==> src/rtl/phase_serializer.sv <==
module phase_serializer #(
  parameter logic [7:0] HEADER = 8'hA5,
  parameter int BYTE_W = 8,
  parameter int NWORD  = 8,
  localparam int WORD_W  = 2 * BYTE_W,
  localparam int NPH     = WORD_W,
  localparam int FRAME_W = WORD_W * NWORD,
  localparam int PAY_W   = FRAME_W - BYTE_W,
  localparam int IDX_W   = $clog2(NWORD)
) (
  input  logic             clk,
  input  logic             rst,
  input  logic             bit_en,
  input  logic             frame_valid,
  input  logic [PAY_W-1:0] frame_payload,
  output logic             ser_out,
  output logic [NPH-1:0]   phase_sel
);

  logic               running;
  logic [IDX_W-1:0]   word_idx;
  logic [FRAME_W-1:0] frame_q;
  logic [BYTE_W-1:0]  rise_q;
  logic [BYTE_W-1:0]  fall_stage;
  logic [BYTE_W-1:0]  fall_q;
  logic [NPH-1:0]     tap;

  wire last_phase = phase_sel[NPH-1];
  wire frame_end  = running & last_phase & (word_idx == IDX_W'(NWORD - 1));
  wire boundary   = bit_en & (~running | frame_end);
  wire take       = boundary & (running | frame_valid);
  wire word_step  = bit_en & running & last_phase & ~frame_end;

  wire [FRAME_W-1:0] next_frame = {HEADER, frame_valid ? frame_payload : PAY_W'(0)};
  wire [IDX_W-1:0]   nxt_idx    = word_idx + IDX_W'(1);
  wire [FRAME_W-1:0] shifted    = frame_q << (nxt_idx * WORD_W);
  wire [WORD_W-1:0]  nxt_word   = shifted[FRAME_W-1 -: WORD_W];
  wire [NPH-1:0]     ring_next  = {phase_sel[NPH-2:0], phase_sel[NPH-1]};

  always_ff @(posedge clk) begin
    if (rst) begin
      running    <= 1'b0;
      word_idx   <= '0;
      frame_q    <= '0;
      rise_q     <= '0;
      fall_stage <= '0;
      phase_sel  <= NPH'(1);
    end else if (take) begin
      running    <= 1'b1;
      word_idx   <= '0;
      frame_q    <= next_frame;
      rise_q     <= next_frame[FRAME_W-1 -: BYTE_W];
      fall_stage <= next_frame[FRAME_W-BYTE_W-1 -: BYTE_W];
      phase_sel  <= NPH'(1);
    end else if (word_step) begin
      word_idx   <= nxt_idx;
      rise_q     <= nxt_word[WORD_W-1 -: BYTE_W];
      fall_stage <= nxt_word[BYTE_W-1:0];
      phase_sel  <= ring_next;
    end else if (bit_en & running) begin
      phase_sel  <= ring_next;
    end
  end

  always_ff @(negedge clk) begin
    if (rst) fall_q <= '0;
    else     fall_q <= fall_stage;
  end

  for (genvar k = 0; k < NPH; k++) begin : g_tap
    if (k < BYTE_W) begin : g_rise
      assign tap[k] = rise_q[BYTE_W-1-k];
    end else begin : g_fall
      assign tap[k] = fall_q[WORD_W-1-k];
    end
  end

  assign ser_out = running & |(phase_sel & tap);

  AST_ONE_PHASE: assert property (@(posedge clk) disable iff (rst)
    $countones(phase_sel) == 1);
  AST_PHASE_STEP: assert property (@(posedge clk) disable iff (rst)
    running && bit_en |=> phase_sel == {$past(phase_sel[NPH-2:0]), $past(phase_sel[NPH-1])});
  AST_HOLD_STALL: assert property (@(posedge clk) disable iff (rst)
    !bit_en |=> $stable(phase_sel) && $stable(ser_out));
  AST_SILENT_IDLE: assert property (@(posedge clk) disable iff (rst)
    !running |-> !ser_out && phase_sel[0]);
  AST_HEADER_FIRST: assert property (@(posedge clk) disable iff (rst)
    running && word_idx == '0 && phase_sel[0] |-> rise_q == HEADER);
  AST_IDLE_PAYLOAD: assert property (@(posedge clk) disable iff (rst)
    take && !frame_valid |=> frame_q[PAY_W-1:0] == '0);

endmodule

==> config.mk <==
export PLATFORM = sky130hd
export DESIGN_NAME = phase_serializer
export DESIGN_NICKNAME = d
export VERILOG_FILES = /design/src/rtl/phase_serializer.sv
export SDC_FILE = /design/constraint.sdc
export NUM_CORES = 1
export LEC_CHECK = 0
export ABC_AREA = 1
export BUFFER_PORTS_ARGS = -buffer_cell sky130_fd_sc_hd__clkbuf_2
export CORE_MARGIN = 5
export CORE_UTILIZATION = 55
export DETAILED_ROUTE_END_ITERATION = 6
export GPL_TIMING_DRIVEN = 0
export PLACE_DENSITY = 0.82
export REMOVE_ABC_BUFFERS = 1
export SLEW_MARGIN = 25
export SYNTH_ARGS = -nofsm -noshare
export SYNTH_HDL_FRONTEND = slang
export SYNTH_SLANG_ARGS = --single-unit
export TNS_END_PERCENT = 30
==> constraint.sdc <==
create_clock -name clk -period 2.1 [get_ports clk]
set_input_delay 0.42 -clock clk [delete_from_list [all_inputs] [get_ports clk]]
set_output_delay 0.42 -clock clk [all_outputs]
set_load 0.01 [all_outputs]
; ---- Yosys cells after proc, flatten, opt, wreduce, memory -nomap -nowiden
; Cells that the tools add are included.
[totals]
ff_bits = 165
latchBits = 0
mem_bits_rw = 0
romBits = 0
in_bits = 124
mem_count = 0
[classes]
add_sub_neg = 1
multipliers = 0
div_mod_pow = 0
n_lt_le_gt_ge = 0
eq_ne = 1
n_shift = 1
muxes = 7
bitwise = 13
n_reduce_logical = 4
[op_table]
columns = operator, count
row1 = 128-bit by 7-bit left shift with 128-bit output, 1
row2 = 120-bit two-way mux, 1
row3 = 16-bit two-way mux, 2
row4 = 8-bit two-way mux, 4
row5 = 16-bit bitwise AND, 1
row6 = 16-bit OR reduction, 1
row7 = 1-bit bitwise AND, 8
row8 = 2-bit nonzero test, 2
row9 = 3-bit by 1-bit adder with 3-bit output (second input constant), 1
row10 = 3-bit equality test (second input constant), 1
row11 = 1-bit NOT, 2
row12 = 1-bit bitwise OR, 2
row13 = 2-bit OR reduction, 1

; ---- Longest topological paths before layout
[logic_depth]
depth_word = 6
mapped_depth = 11
depth_no_buf = 10

==> metrics.md <==
| Metric | Value |
|---|---|
| Status | `finished with violations` |
| Failing checks | `negative setup slack` |
| Clock transition at path regs | `~0.060 ns` |
| Grt met1 use | `35.2%` |
| CP cell instances | `nand2_1 -> nand2_1 -> nor2_2 -> nand4_1 -> nor2_1 -> nor2_1 -> clkbuf_2` |
| Maximum vdd drop | `around 0.54 mV` |
| Full die area | `15400 sq um` |
| Initial antenna violation count | `0` |
| Layout cells sized above 1 | `between 20% and 30%` |
| Root buf cell | `clkbuf_16` |
| Crit path arrival time | `about 2.5 ns` |
| Vias in the first global route | `around 6800` |
| Max-cap violations | `0` |
| Register area share after synthesis | `a little under half` |
| Synth top area cells | `dfxtp_1, nand2_1, nand3_1` |
| Initial Util | `between 50% and 60%` |
| Yosys reg bits | `about 160` |
| Final WS setup | `-0.774 ns` |
| Initial DRC Count | `~550` |
| # IOs | `approximately 140` |
| Startpoint Class | `register` |
| Die Span Y | `124 um` |
| Register area | `3290 sq um` |
| Critical path class | `reg2out` |
| Core area | `around 13000 sq um` |
| Routing usage on met2 | `roughly 44%` |
| IO Port Bufs | `140` |
| Slew HR | `approximately half` |
| DP HPWL | `around 12000 um` |
| CP Capture Type | `output port` |
| Synth cell count leaders | `nand2_1, dfxtp_1, nand3_1` |
| ANT nets after route | `0` |
| Placement Cell Area | `~7900 sq um` |
| Number of flops mapped to enable cells by yosys | `0` |
| Top-count cell post-synth | `nand2_1` |
| Worst clock skew | `0.0280 ns` |
| Clock buffer depth | `2` |
| Finished Cell Area | `between 8000 and 9000 sq um` |
| Fillers | `~1100` |
| Leak Pwr | `0.00386 uW` |
| First-pass GRT wire length | `34300 um` |
| Hold Crit Class | `in2reg` |
| Routed via count | `a little over 7000` |
| Row cnt | `41` |
| GR peak layer | `met2` |
| Cell variety after synth | `24` |
| CTS Buf Count | `17` |
| Crit Path Max Fanout | `1` |
| Post-synth top flop | `dfxtp_1` |
| Syn Inst Count | `roughly 1000` |
| Post-Syn Area per Cell | `approximately 7.1 sq um` |
| Antenna Cells | `0` |
| Area of the multi-input gates | `around 3200 sq um` |
| Final setup vio count | `6` |
| Layout area overhead | `22.4%` |
| Worst Hold Margin | `0.220 ns` |
| CTS tree | `done` |
| Synth top area share | `45.8%` |
| Total routed wirelength | `21200 um` |
| Required @ worst endpoint | `between 1.5 and 2 ns` |
| Drt wl/cell | `16.0 um` |
| Max Slew Vio Count | `0` |
| Synth async-reset ratio | `0%` |
| Worst path slowest cell | `dfxtp_1` |
| Area leader, netlist | `dfxtp_1` |
| Clock Sinks | `164` |
| Congestion Overflow GR | `0` |
| Vias per cell | `5.38` |
| Final Hold Viols | `0` |
| Met3 usage | `6.90%` |
| Hold_buf cts | `0` |
| Die width | `between 100 and 150 um` |
| Clk_lat worst skew | `between 0.4 and 0.5 ns` |
| Pin count of the biggest net entering global routing | `between 70 and 80` |
| RSZ-0062 raised after global routing | `yes` |
| PD cells | `789 nW/um^2` |
| DR pass1 iterations | `5` |
| CP peak stage delay | `a little under 0.3 ns` |
| Worst slew pin tran | `0.748 ns` |
| H-tree Lvls | `4` |
| Total negative slack | `-0.879 ns` |
| Yosys warns | `0` |
| Mapped Area | `7170 sq um` |
| Gpl congestion | `between 0.7 and 0.8` |
| Remaining DRCs | `0` |
| GRT Overall Usage | `around 27%` |
| Nets | `between 1000 and 1500` |
metrics by stage:
step	utilization, %	instances	total power (uW)	setup slack [ns]
floorplan	-	945	3710	-4.13
global placement	61.0	1257	3940	-6.96
detailed placement	62.2	1262	3970	-1.16
CTS	69.0	1322	6940	-0.770
global route	69.0	1322	7160	-0.871
finish	69.0	1322	6920	-0.774
metal layers:
metal / share of wire, % / up-vias
li1: - / 3503
met1: 42 / 3254
met2: 46 / 297
met3: 8.2 / 53
met4: 3.6 / 0
met5: 0 / -
path summary, 6_finish.rpt:
check                    startpoint      endpoint  slack [ns]  cells after the start
setup reg to reg        word_idx[0]  phase_sel[0]       -0.05                      9
hold / removal    frame_payload[84]   frame_q[84]        0.22                      3
setup / recovery          fall_q[1]       ser_out       -0.77                      7
hold reg to reg         frame_q[56]   frame_q[56]        0.46                      2
power breakdown:
part	total [uW]	internal (uW)	leakage, uW	switching (uW)
Sequential	3300	3250	0.00134	48.2
Combinational	645	235	0.00219	410
Clock	2980	1720	0.000328	1260
Total	6920	5200	0.00386	1720
layout make-up:
type                            count  share of cell area, %
Clock inverter                     16                  0.827
Clock buffer                       24                   5.84
Timing Repair Buffer              158                   11.1
Inverter                          128                   5.54
Multi-Input combinational cell    659                   36.7
Sequential cell                   164                   37.4
Timing Repair inverter              1                 0.0570
Tap cell                          172                   2.45
registers in the layout, summed over array words and instances, names as in the netlist:
register,count
fall_q,8
phase_sel,16
word_idx,3
running,1
rise_q,8
frame_q,120
fall_stage,8
layout by cell type, fill, tap and decap left out, types with 2 or more instances in the layout:
| master | count |
|---|---|
| nand2_1 | 272 |
| dfxtp_1 | 163 |
| nand3_1 | 151 |
| clkbuf_2 | 139 |
| inv_1 | 131 |
| o21ai_0 | 89 |
| a21oi_1 | 51 |
| nor2_1 | 31 |
| a21oi_2 | 19 |
| clkbuf_16 | 18 |
| buf_4 | 9 |
| o211ai_1 | 8 |
| o21bai_1 | 8 |
| o22ai_1 | 6 |
| clkinv_2 | 6 |
| nand2_8 | 5 |
| nand2_4 | 5 |
| nor2_4 | 4 |
| clkbuf_8 | 4 |
| inv_2 | 3 |
| inv_4 | 3 |
| buf_16 | 3 |
| buf_12 | 3 |
| nor2_2 | 2 |
| nand4_1 | 2 |
| o22ai_2 | 2 |
| clkbuf_1 | 2 |
| buf_8 | 2 |
what timing repair did:
| action | CTS | global route |
|---|---|---|
| cloned | 9 | 0 |
| setup buffers | 12 | 0 |
| endpoints found under the hold margin | 0 | 0 |
| resized for setup | 8 | 1 |
| setup endpoints to repair | 156 | 108 |
| pin swaps | 9 | 2 |
critical path, delay by kind of cell (launching register included):
kind	cells	cell delay [ns]
AND/OR/NAND/NOR	6	0.54
flip-flops	1	0.29
buffers and inverters	1	0.13
cell families (layout without fill, tap and decap cells):
logic type / after synthesis / count (layout) / synth area share, %
buffers and inverters: 196 / 327 / 11.4
DFF: 164 / 164 / 45.8
and+or+nand+nor: 466 / 473 / 27.8
adders and majority gates: 2 / 2 / 0.349
AOI/OAI and AO/OA: 184 / 184 / 14.7
Power figures use the tool's default switching activity.
